==> config.mk <==
export PLATFORM = sky130hd
export DESIGN_NAME = cmd_channel_engine
export DESIGN_NICKNAME = d
export VERILOG_FILES = /design/src/rtl/cce_pkg.sv /design/src/rtl/cce_decode.sv /design/src/rtl/cce_sequencer.sv /design/src/rtl/cce_rd_capture.sv /design/src/rtl/cmd_channel_engine.sv
export SDC_FILE = /design/constraint.sdc
export NUM_CORES = 1
export LEC_CHECK = 0
export ABC_AREA = 1
export BUFFER_PORTS_ARGS = -buffer_cell sky130_fd_sc_hd__buf_2
export CAP_MARGIN = 20
export CORE_ASPECT_RATIO = 1.75
export CORE_MARGIN = 1.5
export CORE_UTILIZATION = 57
export DETAILED_ROUTE_END_ITERATION = 7
export GPL_TIMING_DRIVEN = 0
export PLACE_DENSITY = 0.81
export SETUP_SLACK_MARGIN = 0.05
export SKIP_CTS_REPAIR_TIMING = 1
export SLEW_MARGIN = 20
export SYNTH_ARGS = -nofsm -noshare
export SYNTH_HDL_FRONTEND = slang
export SYNTH_HIERARCHICAL = 1
export SYNTH_SLANG_ARGS = --single-unit
==> constraint.sdc <==
create_clock -name clk -period 2.1 [get_ports clk]
set_input_delay 0.315 -clock clk [delete_from_list [all_inputs] [get_ports clk]]
set_output_delay 0.315 -clock clk [all_outputs]
set_load 0.1 [all_outputs]
==> src/rtl/cce_pkg.sv <==
package cce_pkg;

  // command word field positions (fixed layout decoded by software)
  localparam int OPC_LSB = 27;
  localparam int OPC_W   = 5;
  localparam int SID_LSB = 20;
  localparam int SID_W   = 4;
  localparam int ADR_LSB = 4;
  localparam int ADR_W   = 16;
  localparam int BCM_LSB = 0;
  localparam int LANES   = 8;
  localparam int BCM_W   = $clog2(LANES);
  localparam int DATA_W  = LANES * 8;
  localparam int XOP_W   = 7;
  localparam int STS_W   = 4;

  localparam logic [1:0] RC_OK   = 2'd0;
  localparam logic [1:0] RC_FAIL = 2'd1;
  localparam logic [1:0] RC_DENY = 2'd2;
  localparam logic [1:0] RC_DROP = 2'd3;

  typedef enum logic [1:0] {
    KIND_WRITE,
    KIND_READ,
    KIND_CTRL,
    KIND_BAD
  } kind_e;

  typedef struct packed {
    logic [XOP_W-1:0]  xop;
    logic              is_read;
    logic [SID_W-1:0]  sid;
    logic [ADR_W-1:0]  addr;
    logic [BCM_W-1:0]  bcm1;
    logic [DATA_W-1:0] wdata;
  } desc_t;

  function automatic kind_e classify(input logic [OPC_W-1:0] opc);
    case (opc)
      5'd0, 5'd2, 5'd14, 5'd16: classify = KIND_WRITE;
      5'd1, 5'd13, 5'd15:       classify = KIND_READ;
      5'd3, 5'd4, 5'd5, 5'd6:   classify = KIND_CTRL;
      default:                  classify = KIND_BAD;
    endcase
  endfunction

  function automatic logic [XOP_W-1:0] ext_opcode(input logic [OPC_W-1:0] opc);
    logic [XOP_W-1:0] base;
    base = XOP_W'(opc);
    if (classify(opc) == KIND_CTRL) ext_opcode = base | 7'h40;
    else                            ext_opcode = base;
  endfunction

  function automatic logic [LANES-1:0] lane_mask(input logic [BCM_W-1:0] bcm1);
    for (int i = 0; i < LANES; i++) lane_mask[i] = (BCM_W'(i) <= bcm1);
  endfunction

  function automatic logic [DATA_W-1:0] byte_expand(input logic [LANES-1:0] m);
    for (int i = 0; i < LANES; i++) byte_expand[i*8 +: 8] = {8{m[i]}};
  endfunction

  function automatic logic [STS_W-1:0] status_word(input logic [1:0] code, input logic drop);
    status_word[0] = 1'b1;
    status_word[1] = (code == RC_FAIL);
    status_word[2] = (code == RC_DENY);
    status_word[3] = (code == RC_DROP) || drop;
  endfunction

endpackage

==> src/rtl/cce_decode.sv <==
module cce_decode
  import cce_pkg::*;
(
  input  logic [OPC_W-1:0]  opc_i,
  input  logic [SID_W-1:0]  sid_i,
  input  logic [ADR_W-1:0]  addr_i,
  input  logic [BCM_W-1:0]  bcm1_i,
  input  logic [DATA_W-1:0] payload_i,
  output kind_e             kind_o,
  output desc_t             desc_o
);

  logic [DATA_W-1:0] keep_bits;
  assign keep_bits = byte_expand(lane_mask(bcm1_i));

  always_comb begin
    kind_o     = classify(opc_i);
    desc_o     = '0;
    desc_o.xop = ext_opcode(opc_i);
    desc_o.sid = sid_i;
    case (kind_o)
      KIND_WRITE: begin
        desc_o.addr  = addr_i;
        desc_o.bcm1  = bcm1_i;
        desc_o.wdata = payload_i & keep_bits;
      end
      KIND_READ: begin
        desc_o.addr    = addr_i;
        desc_o.bcm1    = bcm1_i;
        desc_o.is_read = 1'b1;
      end
      default: begin
        // control and refused commands carry no address, count or payload
      end
    endcase
  end

endmodule

==> src/rtl/cce_sequencer.sv <==
module cce_sequencer
  import cce_pkg::*;
(
  input  logic             clk,
  input  logic             rst_n,
  input  logic             cmd_we,
  input  kind_e            kind_i,
  input  desc_t            desc_i,
  input  logic             rsp_valid,
  input  logic [1:0]       rsp_code,
  output logic             busy_o,
  output desc_t            desc_o,
  output logic [STS_W-1:0] status_o,
  output logic             finish_o
);

  logic  busy_q;
  logic  drop_pend_q;
  logic  [STS_W-1:0] status_q;
  desc_t desc_q;

  // named events for the checks below
  logic launch_evt;
  logic refuse_evt;
  logic collide_evt;
  logic finish_evt;

  assign launch_evt  = cmd_we && !busy_q && (kind_i != KIND_BAD);
  assign refuse_evt  = cmd_we && !busy_q && (kind_i == KIND_BAD);
  assign collide_evt = cmd_we && busy_q;
  assign finish_evt  = busy_q && rsp_valid;

  always_ff @(posedge clk or negedge rst_n) begin
    if (!rst_n) begin
      busy_q      <= 1'b0;
      drop_pend_q <= 1'b0;
      status_q    <= '0;
      desc_q      <= '0;
    end else if (finish_evt) begin
      busy_q      <= 1'b0;
      drop_pend_q <= 1'b0;
      status_q    <= status_word(rsp_code, drop_pend_q || collide_evt);
    end else if (collide_evt) begin
      drop_pend_q <= 1'b1;
    end else if (launch_evt) begin
      busy_q      <= 1'b1;
      drop_pend_q <= 1'b0;
      status_q    <= '0;
      desc_q      <= desc_i;
    end else if (refuse_evt) begin
      status_q    <= 4'b0011;
    end
  end

  assign busy_o   = busy_q;
  assign desc_o   = desc_q;
  assign status_o = status_q;
  assign finish_o = finish_evt;

  AST_REQ_HELD: assert property (@(posedge clk) disable iff (!rst_n)
    (busy_o && !rsp_valid) |=> (busy_o && $stable(desc_o)));

  AST_CLEAR_ON_ACCEPT: assert property (@(posedge clk) disable iff (!rst_n)
    launch_evt |=> (busy_o && status_o == '0));

  AST_DONE_ON_FINISH: assert property (@(posedge clk) disable iff (!rst_n)
    finish_evt |=> (!busy_o && status_o[0]));

  AST_REFUSE_NO_REQ: assert property (@(posedge clk) disable iff (!rst_n)
    refuse_evt |=> (!busy_o && status_o == 4'b0011));

  AST_COLLIDE_KEEPS: assert property (@(posedge clk) disable iff (!rst_n)
    (collide_evt && !rsp_valid) |=> (busy_o && $stable(desc_o)));

  AST_COLLIDE_FLAG: assert property (@(posedge clk) disable iff (!rst_n)
    (collide_evt && rsp_valid) |=> (!busy_o && status_o[3]));

endmodule

==> src/rtl/cce_rd_capture.sv <==
module cce_rd_capture
  import cce_pkg::*;
(
  input  logic              clk,
  input  logic              rst_n,
  input  logic              capture_i,
  input  logic [BCM_W-1:0]  bcm1_i,
  input  logic [DATA_W-1:0] rsp_rdata_i,
  output logic [DATA_W-1:0] rdata_o
);

  for (genvar l = 0; l < LANES; l++) begin : g_lane
    logic [7:0] lane_q;
    logic       lane_used;
    assign lane_used = (BCM_W'(l) <= bcm1_i);
    always_ff @(posedge clk or negedge rst_n) begin
      if (!rst_n)         lane_q <= '0;
      else if (capture_i) lane_q <= lane_used ? rsp_rdata_i[l*8 +: 8] : 8'h00;
    end
    assign rdata_o[l*8 +: 8] = lane_q;
  end

  AST_RD_HOLD: assert property (@(posedge clk) disable iff (!rst_n)
    !capture_i |=> $stable(rdata_o));

  AST_RD_UPPER_ZERO: assert property (@(posedge clk) disable iff (!rst_n)
    capture_i |=> ((rdata_o & ~byte_expand(lane_mask($past(bcm1_i)))) == '0));

endmodule

==> src/rtl/cmd_channel_engine.sv <==
module cmd_channel_engine
  import cce_pkg::*;
#(
  parameter int REG_AW = 6
) (
  input  logic              clk,
  input  logic              rst_n,
  input  logic              reg_we,
  input  logic [REG_AW-1:0] reg_addr,
  input  logic [31:0]       reg_wdata,
  output logic [31:0]       reg_rdata,
  output logic              req_valid,
  output logic [6:0]        req_xop,
  output logic              req_read,
  output logic [3:0]        req_sid,
  output logic [15:0]       req_addr,
  output logic [2:0]        req_bcm1,
  output logic [63:0]       req_wdata,
  input  logic              rsp_valid,
  input  logic [1:0]        rsp_code,
  input  logic [63:0]       rsp_rdata
);

  localparam int WORDS = DATA_W / 32;
  localparam logic [REG_AW-1:0] A_CMD = REG_AW'(8'h00);
  localparam logic [REG_AW-1:0] A_CFG = REG_AW'(8'h04);
  localparam logic [REG_AW-1:0] A_STS = REG_AW'(8'h08);
  localparam logic [REG_AW-1:0] A_WD0 = REG_AW'(8'h10);
  localparam logic [REG_AW-1:0] A_RD0 = REG_AW'(8'h18);

  logic [31:0]       cmd_q;
  logic [31:0]       cfg_q;
  logic [DATA_W-1:0] payload_q;
  logic [DATA_W-1:0] rdata_w;
  logic [STS_W-1:0]  status_w;
  logic              busy_w;
  logic              finish_w;
  logic              cmd_we;
  logic              capture_w;
  kind_e             kind_w;
  desc_t             desc_new;
  desc_t             desc_out;

  assign cmd_we = reg_we && (reg_addr == A_CMD);

  always_ff @(posedge clk or negedge rst_n) begin
    if (!rst_n) begin
      cmd_q     <= '0;
      cfg_q     <= '0;
      payload_q <= '0;
    end else if (reg_we) begin
      if (reg_addr == A_CMD && !busy_w) cmd_q <= reg_wdata;
      if (reg_addr == A_CFG) cfg_q <= reg_wdata;
      for (int w = 0; w < WORDS; w++)
        if (reg_addr == A_WD0 + REG_AW'(4*w)) payload_q[w*32 +: 32] <= reg_wdata;
    end
  end

  cce_decode u_decode (
    .opc_i     (reg_wdata[OPC_LSB +: OPC_W]),
    .sid_i     (reg_wdata[SID_LSB +: SID_W]),
    .addr_i    (reg_wdata[ADR_LSB +: ADR_W]),
    .bcm1_i    (reg_wdata[BCM_LSB +: BCM_W]),
    .payload_i (payload_q),
    .kind_o    (kind_w),
    .desc_o    (desc_new)
  );

  cce_sequencer u_seq (
    .clk       (clk),
    .rst_n     (rst_n),
    .cmd_we    (cmd_we),
    .kind_i    (kind_w),
    .desc_i    (desc_new),
    .rsp_valid (rsp_valid),
    .rsp_code  (rsp_code),
    .busy_o    (busy_w),
    .desc_o    (desc_out),
    .status_o  (status_w),
    .finish_o  (finish_w)
  );

  assign capture_w = finish_w && desc_out.is_read && (rsp_code == RC_OK);

  cce_rd_capture u_rdcap (
    .clk         (clk),
    .rst_n       (rst_n),
    .capture_i   (capture_w),
    .bcm1_i      (desc_out.bcm1),
    .rsp_rdata_i (rsp_rdata),
    .rdata_o     (rdata_w)
  );

  assign req_valid = busy_w;
  assign req_xop   = desc_out.xop;
  assign req_read  = desc_out.is_read;
  assign req_sid   = desc_out.sid;
  assign req_addr  = desc_out.addr;
  assign req_bcm1  = desc_out.bcm1;
  assign req_wdata = desc_out.wdata;

  always_comb begin
    reg_rdata = '0;
    if (reg_addr == A_CMD) reg_rdata = cmd_q;
    if (reg_addr == A_CFG) reg_rdata = cfg_q;
    if (reg_addr == A_STS) reg_rdata = 32'(status_w);
    for (int w = 0; w < WORDS; w++) begin
      if (reg_addr == A_WD0 + REG_AW'(4*w)) reg_rdata = payload_q[w*32 +: 32];
      if (reg_addr == A_RD0 + REG_AW'(4*w)) reg_rdata = rdata_w[w*32 +: 32];
    end
  end

  AST_CTRL_NO_PAYLOAD: assert property (@(posedge clk) disable iff (!rst_n)
    (req_valid && req_xop[6]) |-> (req_addr == '0 && req_bcm1 == '0 && req_wdata == '0 && !req_read));

  AST_READ_NO_WDATA: assert property (@(posedge clk) disable iff (!rst_n)
    (req_valid && req_read) |-> (req_wdata == '0));

  AST_WR_UPPER_ZERO: assert property (@(posedge clk) disable iff (!rst_n)
    req_valid |-> ((req_wdata & ~byte_expand(lane_mask(req_bcm1))) == '0));

endmodule

==> metrics.cfg, run 1 <==
[cells_and_area]
utilization_pct=72.16
antenna_cells=0
layout-drive-gt1-share_pct=26.00
stdcell_count=2443
layout.nets=2219
syn_to_final_growth_pct=24.25

[worst_setup_path]
r2r_cells=9
reg2reg_to=u_rdcap/g_lane[3].lane_q[3]
crit_chain=buf_2 -> nor2_4 -> buf_4 -> nand3_2 -> nor2_4 -> buf_4 -> nand2_1 -> nand4_1 -> buf_8
r2r_start=u_seq/busy_o
cp_data_required_time_ps=1780
cpPeakStageDelay_ps=220
cp_num_buf_inv=4
worstPathMaxFanout=10
setup.worst_path.start_class=input port
rrSetupSlack_ps=120
slowest_stage=buf_8
arrival_ps=1760
path_delay_family=simple AND/OR/NAND/NOR gates
critPathKind=in2out
end_kind=output pin

[cts]
clk_path_buf_depth=3
htree_num_levels=1
clk_pin_slew_ps=70
cts_root_buffer=clkbuf_16
numCtsBuffers=26
clk-insertion-delay-late_ps=550
cts_tree=built
clock_sinks=293

[sta]
finalSetupViolCount=0
rsz0062_at_grt=true
maxSlewHeadroom_pct=50.51
finalClockSkew_ps=12.39
worst_slew_pin_slew_ps=742.3
hold_ws_ps=-216.3
finalMaxSlewViolations=0
fmax_mhz=482.1
period_share_pct=98.77
fin_ws_ps=25.91
hold_violations=103
period_needed_ps=2074

[floorplan]
die_area_mm2=0.02619
rows=76
initial_core_util_pct=58.08
ios=236
die_y_um=213.0
coreArea_mm2=0.02472
die_w_um=123.0

[route]
wl_um=42550
via_count=13150
drtAntennaViolNets=0
wl_per_cell_um=17.42
drtIter0Drc=1169
first_pass_iters=5
drc=0
viasPerCell=5.381

[pwr]
p_int_uw=9696
power_density_mw_per_mm2=753.4
combPwrFrac_pct=13.5
switching_share_pct=27.87
power.total_uw=13440
peakVddDrop_uv=600.6
p_clk_share_pct=38.7
p_leak_uw=0.009164
p_switching_uw=3746
pwr-share-seq_pct=47.7

[synth]
synth-warning-count=6
synth_top_area_cell=dfrtp_1
yosys-top-cells-area=dfrtp_1 (51%), nand2_1 (16%), inv_1 (5.9%)
syn_nets=1914
synthCells=1806
yosysSeqAreaShare_pct=51.06
yosysUniqueCellTypes=25
synth-seq-cells=293
synth_area_per_cell_um2=7.951
synth_top_area_share_pct=51.06
netlist_area_mm2=0.01436

[grt]
antenna_found_initial=0
grt_first_pass_wirelength_um=64990
grt.overflow.total=0
grt_use_total_pct=32.04
grt_pass1_vias=12700
grt_max_degree=104

[place]
numPortBuffers=235
dp.cells=2355
gp_congestion=0.9541
hpwl_um=32090
place_ws_ps=-352.7

[status]
violations=negative hold slack
status=complete, but fails checks

[flow_run]
drv_cap=0

[hold_path]
min_path_type=in2async

## routing by layer
layer / track usage [%] / share of wire, % / wire, um
met4: 15.46 / 5.3 / 2266
met1: 38.40 / 37 / 15860
met2: 56.78 / 51 / 21880
met3: 3.446 / 6.0 / 2540
met5: 0 / 0 / 0
## flip-flops by register name, indices dropped and copies added, names as in the netlist
name / count
u_seq/desc_o: 95
payload_q: 64
u_rdcap/g_lane.lane_q: 64
cfg_q: 32
cmd_q: 32
u_seq/status_o: 4
u_seq/busy_o: 1
u_seq/drop_pend_q: 1
## how the worst max path moves through the flow
| stage | startpoint | slack, ps | cells after the start | to |
|---|---|---|---|---|
| floorplan | reg_addr[4] | -60 | 7 | reg_rdata[21] |
| global placement | rst_n | -4950 | 1 | u_seq/busy_o |
| detailed placement | reg_addr[1] | -350 | 10 | reg_rdata[22] |
| CTS | reg_addr[1] | -360 | 10 | reg_rdata[22] |
| global route | reg_addr[2] | -70 | 10 | reg_rdata[4] |
| finish | reg_addr[0] | 30 | 9 | reg_rdata[7] |
## final cells by class
cell class	instances	area (um2)
Clock inverter	10	178.9
Buffer	106	823.3
Tap cell	312	390.4
Fill cell	1935	6883
Sequential cell	293	7333
Timing Repair Buffer	277	1889
Inverter	230	870.8
Multi-Input combinational cell	1177	5608
Clock buffer	38	747.0
## power groups by stage
| stage | clock, uW | sequential (uW) | combinational, uW |
|---|---|---|---|
| 6_report | 5210 | 6420 | 1820 |
| 3_5_place_dp | 0 | 6500 | 1710 |
| 4_1_cts | 5240 | 6400 | 1720 |
| 3_3_place_gp | 0 | 6480 | 1640 |
| 2_1_floorplan | 0 | 6730 | 841 |
| 5_1_grt | 5470 | 6460 | 1990 |
## layout by cell type (no fill, tap or decap), types with 2 or more instances in the layout
master,Yosys,layout
clkbuf_2,1,9
bufinv_16,0,5
nand2_1,595,592
o21ai_0,110,110
nor2_2,65,62
nand4_1,73,73
buf_8,1,13
buf_16,0,2
clkbuf_4,0,6
buf_2,19,220
nand2_2,3,5
clkbuf_16,0,27
inv_2,4,5
clkinv_2,0,4
buf_12,0,7
dfrtp_1,293,292
nand3_2,0,5
nand3_1,65,58
o21ai_2,70,70
nand3_4,3,5
dlygate4sd3_1,0,17
a21oi_1,33,33
o21ai_1,23,23
nor2_4,1,9
clkbuf_1,44,26
inv_1,226,224
clkbuf_8,0,9
buf_4,16,39
nor2_1,132,127
buf_6,25,46
## stage by stage
stage / TNS, ps / instance area, um2
after CTS: -13850 / 17090
after detailed placement: -13420 / 16160
final: 0 / 17840
after global placement: -1323440 / 16100
after floorplan: -1069 / 14530
after global routing: -172.0 / 17840
## synth_stat cells
cell,n
nand2_1,595
dfrtp_1,293
inv_1,226
nor2_1,132
o21ai_0,110
nand4_1,73
o21ai_2,70
nand3_1,65
nor2_2,65
clkbuf_1,44
a21oi_1,33
buf_6,25
o21ai_1,23
buf_2,19
buf_4,16
inv_2,4
nand2_2,3
nand3_4,3
buf_8,1
clkbuf_2,1
conb_1,1
nand3b_1,1
nor2_4,1
nor3_1,1
nor4_4,1
## cells by family after synthesis
family                 after synthesis  synth area share, %
other                                1              0.02612
AND/OR/NAND/NOR                    940                28.09
buffers and inverters              336                10.76
AO/OA/AOI/OAI                      236                10.06
flip-flops                         293                51.06
No activity file was read; power rests on OpenSTA's default activity.
==> run 2: changes to the inputs <==
--- a/config.mk
+++ b/config.mk
@@ -10,14 +10,12 @@
 export CAP_MARGIN = 20
 export CORE_ASPECT_RATIO = 1.75
 export CORE_MARGIN = 1.5
-export CORE_UTILIZATION = 57
+export CORE_UTILIZATION = 56
 export DETAILED_ROUTE_END_ITERATION = 7
 export GPL_TIMING_DRIVEN = 0
-export PLACE_DENSITY = 0.81
+export PLACE_DENSITY = 0.8
 export SETUP_SLACK_MARGIN = 0.05
 export SKIP_CTS_REPAIR_TIMING = 1
-export SLEW_MARGIN = 20
 export SYNTH_ARGS = -nofsm -noshare
 export SYNTH_HDL_FRONTEND = slang
-export SYNTH_HIERARCHICAL = 1
 export SYNTH_SLANG_ARGS = --single-unit
==> run 2 against run 1 <==
- the flow finishes with violations (negative hold slack, negative setup slack)
- worst setup slack lost 170 ps
- worst hold slack gained 180 ps
- sequential power decreased by 0.9%
- clock-buffer cell count decreased by 4
- clock power shrank 2%
- via count decreased by 3.1%
- first-iteration DRC count up 3.1%
- critical path type unchanged
- largest power group unchanged
- highest routed layer unchanged
==> metrics.cfg, run 2 <==
[status]
status=complete, but fails checks
violations=negative hold slack, negative setup slack

[cells_and_area]
syn_to_final_growth_pct=30.16
final_common_cell=nand2_1
layout-drive-gt1-share_pct=24.61  ; -1.4 points
stdcell_area_mm2=0.01669  ; -6.4%
layout.nets=1953  ; -12%
mostFrequentLayoutCells=nand2_1 (517), dfrtp_1 (291), buf_2 (208)
largest_reg_flops=94  ; -1.1%
antenna_cells=0  ; unchanged

[floorplan]
ios=236  ; unchanged
rows=73  ; -3.9%
initial_core_util_pct=56.85  ; -1.2 points
die_area_mm2=0.02386  ; -8.9%
die_w_um=117.4  ; -4.5%
coreArea_mm2=0.02256  ; -8.7%
die_y_um=203.2  ; -4.6%

[worst_setup_path]
r2r_cells=7  ; -2
cpPeakStageDelay_ps=280  ; +60 ps
critPathKind=in2out
path_delay_family=buffers and inverters
cp_num_buf_inv=6  ; +2
r2r_start=u_seq.busy_o
rrSetupSlack_ps=120  ; about the same
slowest_stage=nor4_4
path_depth=10  ; +1
reg2reg_to=u_rdcap.g_lane[2].lane_q[2]
crit_chain=buf_8 -> inv_8 -> nand2_8 -> buf_12 -> nor4_4 -> buf_4 -> clkbuf_4 -> nand2_1 -> nand4_1 -> buf_12
end_kind=output pin
crit_end=reg_rdata[15]
cp_data_required_time_ps=1780  ; about the same
worstPathMaxFanout=10  ; unchanged
worst_path_most_repeated_cell=buf_12
arrival_ps=1930  ; +170 ps
critPathLaunch=reg_addr[0]
setup.worst_path.start_class=input port

[sta]
worst_slew_pin_slew_ps=1052  ; +309.5 ps
rsz0062_at_grt=true
fin_ws_ps=-148.9  ; -174.8 ps
finalMaxSlewViolations=0  ; unchanged
fmax_mhz=444.7  ; -7.8%
finalClockSkew_ps=8.085  ; -4.305 ps
hold_violations=2  ; -98%
period_needed_ps=2249  ; +174.8 ps
maxSlewHeadroom_pct=29.88  ; -21 points
period_share_pct=107.1  ; +8.3 points
hold_ws_ps=-34.57  ; +181.7 ps
finalSetupViolCount=30  ; +30

[place]
gp_congestion=0.9642  ; +1.1%
hpwl_um=33440  ; +4.2%
numPortBuffers=234  ; -0.43%
place_ws_ps=-667.3  ; -314.6 ps
postPlaceCellArea_mm2=0.01459  ; -9.7%

[pwr]
p_int_uw=9375  ; -3.3%
pwr-share-seq_pct=48.3  ; +0.6 points
p_switching_uw=3785  ; +1.1%
combPwrFrac_pct=13.0  ; -0.5 points
switching_share_pct=28.76  ; +0.90 points
peakVddDrop_uv=805.1  ; +34%
power_density_mw_per_mm2=788.3  ; +4.6%
p_clk_share_pct=38.7  ; about the same
p_leak_uw=0.008204  ; -10%

[route]
wl_per_cell_um=21.76  ; +25%
via_count=12740  ; -3.1%
wl_um=47100  ; +11%
first_pass_iters=6  ; +1
drtAntennaViolNets=0  ; unchanged
drtIter0Drc=1205  ; +3.1%
drc=0  ; unchanged
viasPerCell=5.884  ; +9.3%

[cts]
numCtsBuffers=27  ; +3.8%
clk-insertion-delay-late_ps=550  ; about the same
clk_pin_slew_ps=60  ; about the same
cts_tree=built
cts_root_buffer=clkbuf_16
htree_num_levels=1  ; unchanged
clock_sinks=292  ; -0.34%
clk_path_buf_depth=3  ; unchanged

[synth]
synthTopCellsByCount=nand2_1 (571), dfrtp_1 (292), o21ai_0 (205), nor2_1 (104), inv_1 (83)
synth-seq-cells=292  ; -0.34%
yosys.area_share.xor_xnor_pct=0  ; unchanged
synth_top_family_by_area=simple AND/OR/NAND/NOR gates
synth_area_per_cell_um2=8.259  ; +3.9%
netlist_area_mm2=0.01283  ; -11%
syn_nets=1661  ; -13%
synth_compound_area_share_pct=11.32  ; +1.3 points
synth_top_area_share_pct=56.97  ; +5.9 points
synthCells=1553  ; -14%
yosys.area_share.simple_pct=25.60  ; -2.5 points
yosysSeqAreaShare_pct=56.97  ; +5.9 points
muxShareOfSynthArea_pct=0  ; unchanged
yosys-top-cells-area=dfrtp_1 (57%), nand2_1 (17%), o21ai_0 (8.0%)
synth_top_area_cell=dfrtp_1
synth_ff_type=dfrtp_1
async_reset_ff_share_pct=100.0  ; unchanged
synth.most_common_cell=nand2_1
yosysUniqueCellTypes=25  ; unchanged
synth_edf_count=0  ; unchanged
synth-warning-count=0  ; -6
synth_adder_area_share_pct=0  ; unchanged

[grt]
grt_use_total_pct=37.44  ; +5.4 points
grt.overflow.total=0  ; unchanged
grt_first_pass_wirelength_um=67620  ; +4.0%
antenna_found_initial=0  ; unchanged
grt_max_degree=104  ; unchanged
grt_pass1_vias=12320  ; -3.0%

[flow_run]
drv_cap=0  ; unchanged

[hold_path]
min_path_type=in2reg

run 2: worst reg2reg max path: cells and delay by family (launching register included):
family / cells / cell delay [ps]
buf+inv: 2 / 720
flops: 1 / 420
simple gates: 4 / 660
compound gates: 1 / 100
run 2: through the flow:
| step | power [uW] | cells | util (%) | TNS, ps |
|---|---|---|---|---|
| finish | 13160 | 2165 | 74.00 | -1803 |
| global route | 13530 | 2165 | 74.00 | -3134 |
| CTS | 12980 | 2138 | 68.73 | -13860 |
| detailed placement | 7990 | 2089 | 64.69 | -14620 |
| global placement | 7926 | 2087 | 64.40 | -1311960 |
| floorplan | 7362 | 1553 | - | -2486 |
run 2: how the worst min path moves through the flow:
stage                          start                          end  slack (ps)  depth (start not counted)
floorplan                      rst_n                     cfg_q[0]          20                          0
global placement    u_seq.desc_o[57]             u_seq.desc_o[57]         460                          2
detailed placement             rst_n             u_seq.desc_o[91]         390                          1
CTS                            rst_n             u_seq.desc_o[92]        -160                          1
global route            rsp_rdata[3]  u_rdcap.g_lane[0].lane_q[3]           4                          3
finish                  rsp_rdata[2]  u_rdcap.g_lane[0].lane_q[2]         -30                          3
run 2: cell type report:
class	count	area (um2)
clock inverter	15	160.2
inverter	87	371.6
clock buffer	34	752.0
multi-input combinational	1084	5152
buffer	90	609.3
tap	300	375.4
fill	1668	5866
timing repair buffer	263	1966
sequential	292	7308
run 2: logic make-up after synthesis:
group,after synthesis
flip-flops,292
buffers and inverters,177
other,1
AO/OA/AOI/OAI,285
AND/OR/NAND/NOR,798
run 2: power groups by stage:
stage | Clock (uW) | Sequential [uW] | Combinational [uW]
after global routing | 5310 | 6380 | 1840
final | 5100 | 6360 | 1710
after CTS | 5080 | 6310 | 1590
after detailed placement | 0 | 6410 | 1580
after global placement | 0 | 6400 | 1530
after floorplan | 0 | 6710 | 654
run 2: layer usage:
metal / wire, um / global-route usage, % / up-vias
met2: 23910 / 64.58 / 787
met3: 3611 / 5.201 / 221
met1: 15440 / 41.75 / 6107
met5: 0 / 0 / -
met4: 4137 / 29.28 / 0
li1: - / - / 5624
==> run 3: changes to the inputs <==
--- a/config.mk
+++ b/config.mk
@@ -5,7 +5,6 @@
 export SDC_FILE = /design/constraint.sdc
 export NUM_CORES = 1
 export LEC_CHECK = 0
-export ABC_AREA = 1
 export BUFFER_PORTS_ARGS = -buffer_cell sky130_fd_sc_hd__buf_2
 export CAP_MARGIN = 20
 export CORE_ASPECT_RATIO = 1.75
==> run 3 against run 2 <==
- critical path depth fell by 2
- register-to-register slack got worse by 40 ps
- clock-buffer cell count rose by 4
- non-clock buffer count fell by 8
- synthesized area fell by 0.60%
- sequential power barely moved
- total power fell by 2.9%
- the flow finishes with violations (negative setup slack)
- sequential cell count did not move
==> metrics.cfg, run 3 <==
[synth]
async_reset_ff_share_pct=100.0  ; unchanged
synth_top_area_cell=dfrtp_1
synth-seq-cells=292  ; unchanged
syn_nets=1277  ; -23%
synth-warning-count=0  ; unchanged
synth_ff_type=dfrtp_1
netlist_area_mm2=0.01275  ; -0.60%
yosysUniqueCellTypes=58  ; +130%
synth_area_per_cell_um2=10.91  ; +32%
synth.most_common_cell=dfrtp_1
synthTopCellsByCount=dfrtp_1 (292), nand2_1 (223), mux2_2 (111), o21ai_0 (86), a22o_1 (83)
yosysSeqAreaShare_pct=57.31  ; +0.34 points
synth_top_area_share_pct=57.31  ; +0.34 points
synthCells=1169  ; -25%
yosys-top-cells-area=dfrtp_1 (57%), mux2_2 (9.8%), nand2_1 (6.6%)
synth_edf_count=0  ; unchanged

[hold_path]
hold_depth=3  ; unchanged
min-delay-start=rsp_rdata[25]
min_path_type=in2reg
worstHoldEndpoint=u_rdcap.g_lane[3].lane_q[1]

[cells_and_area]
antenna_cells=0  ; unchanged
utilization_pct=76.70  ; +2.7 points
largest_reg_flops=94  ; unchanged
layout.nets=1558  ; -20%
nFillCells=1417  ; -15%
final_common_cell=dfrtp_1
layout-drive-gt1-share_pct=39.73  ; +15 points
syn_to_final_growth_pct=33.87
stdcell_count=1766  ; -18%
mostFrequentLayoutCells=dfrtp_1 (291), nand2_1 (223), buf_2 (204)

[worst_setup_path]
reg2reg_to=u_seq.desc_o[56]
setup.worst_path.start_class=input port
critPathKind=in2out
rrSetupSlack_ps=80  ; -40 ps
arrival_ps=2280  ; +350 ps
worstPathMaxFanout=5  ; -5
r2r_cells=7  ; unchanged
cp_data_required_time_ps=1780  ; about the same
r2r_start=u_seq.busy_o
end_kind=output pin

[cts]
clk_pin_slew_ps=70  ; about the same
cts_tree=built
numCtsBuffers=26  ; -3.7%
clk-insertion-delay-late_ps=550  ; about the same
cts_root_buffer=clkbuf_16
htree_num_levels=1  ; unchanged
clk_path_buf_depth=3  ; unchanged
clock_sinks=292  ; unchanged

[sta]
finalSetupTns_ps=-11710  ; -9903 ps
finalClockSkew_ps=10.80  ; +2.715 ps
finalSetupViolCount=42  ; +40%
hold_ws_ps=5.707  ; +40.28 ps
fmax_mhz=385.8  ; -13%
fin_ws_ps=-492.1  ; -343.2 ps
period_share_pct=123.4  ; +16 points
maxSlewHeadroom_pct=43.20  ; +13 points
worst_slew_pin_slew_ps=852.0  ; -199.8 ps
rsz0062_at_grt=true
period_needed_ps=2592  ; +343.2 ps
hold_violations=0  ; -2
finalMaxSlewViolations=0  ; unchanged

[pwr]
p_leak_uw=0.008173  ; -0.38%
peakVddDrop_uv=871.0  ; +8.2%
power_density_mw_per_mm2=749.0  ; -5.0%
power.total_uw=12780  ; -2.9%

[status]
status=complete, but fails checks
violations=negative setup slack

[route]
viasPerCell=6.436  ; +9.4%
wl_um=45730  ; -2.9%
first_pass_iters=6  ; unchanged
drtIter0Drc=1041  ; -14%
drtAntennaViolNets=0  ; unchanged
drc=0  ; unchanged
wl_per_cell_um=25.90  ; +19%
via_count=11370  ; -11%

[grt]
grt_pass1_vias=11370  ; -7.7%
grt_use_total_pct=37.05  ; -0.39 points
grt.overflow.total=0  ; unchanged
grt_first_pass_wirelength_um=64830  ; -4.1%
grt_max_degree=119  ; +14%
antenna_found_initial=1  ; +1

[place]
dp.cells=1696  ; -19%
numPortBuffers=229  ; -2.1%
gp_congestion=0.9537  ; -1.1%
hpwl_um=30170  ; -9.8%

[floorplan]
coreArea_mm2=0.02225  ; -1.4%
die_w_um=117.1  ; -0.29%
ios=236  ; unchanged
die_area_mm2=0.02372  ; -0.58%
initial_core_util_pct=57.30  ; +0.45 points
die_y_um=202.6  ; -0.29%
rows=72  ; -1.4%

[flow_run]
drv_cap=0  ; unchanged

-- run 3: final cells by class --
class | count | area [um2] | share of cell area, %
plain buffers | 91 | 606.8 | 3.555
clock inverters | 10 | 107.6 | 0.6305
well taps | 296 | 370.4 | 2.170
repair buffers | 254 | 1983 | 11.62
inverters | 19 | 71.32 | 0.4179
flip-flops and latches | 292 | 7311 | 42.83
multi-input cells | 766 | 5861 | 34.34
clock buffers | 38 | 757.0 | 4.435
-- run 3: worst max path at each step --
stage	slack [ps]	startpoint	endpoint
2_1_floorplan	-520	reg_addr[3]	reg_rdata[0]
3_3_place_gp	-5520	rst_n	u_seq.busy_o
3_5_place_dp	-1160	reg_addr[2]	reg_rdata[28]
4_1_cts	-1190	reg_addr[2]	reg_rdata[21]
5_1_grt	-490	reg_addr[3]	reg_rdata[24]
6_report	-490	reg_addr[3]	reg_rdata[24]
-- run 3: cell families (layout without fill, tap and decap cells) --
group                     Yosys count  in the layout  synth area share [%]
and+or+nand+nor                   363            363                 12.85
DFF                               292            292                 57.31
AOI/OAI and AO/OA                 283            283                 15.57
muxes                             118            118                 10.36
buffers and inverters             111            412                 3.808
other                               1              1               0.02941
xor gates and xnor gates            1              1               0.06871
-- run 3: metrics by stage --
step                setup WS [ps]  instance area, um2
detailed placement          -1160               14900
global placement            -5519               14840
floorplan                  -520.6               13320
global route               -487.4               17070
finish                     -492.1               17070
CTS                         -1193               15770
-- run 3: routing by layer --
metal,share of wire [%],routed length (um),vias to the layer above,global-route usage [%]
met5,0,0,-,0
met4,8.2,3747,0,25.77
met3,8.4,3850,234,6.478
met2,50,22700,744,60.25
met1,34,15430,5678,44.01
li1,-,-,4710,-
-- run 3: where the power goes --
| part | internal (uW) | switching (uW) |
|---|---|---|
| logic | 531 | 997 |
| registers | 6000 | 328 |
| clock network | 2750 | 2180 |
-- run 3: worst max-delay path, stage by stage --
cell	delay [ps]
buf_12	110
or4b_4	590
or3b_4	480
buf_12	170
buf_16	160
nor2_4	170
o21ai_4	90
buf_12	180
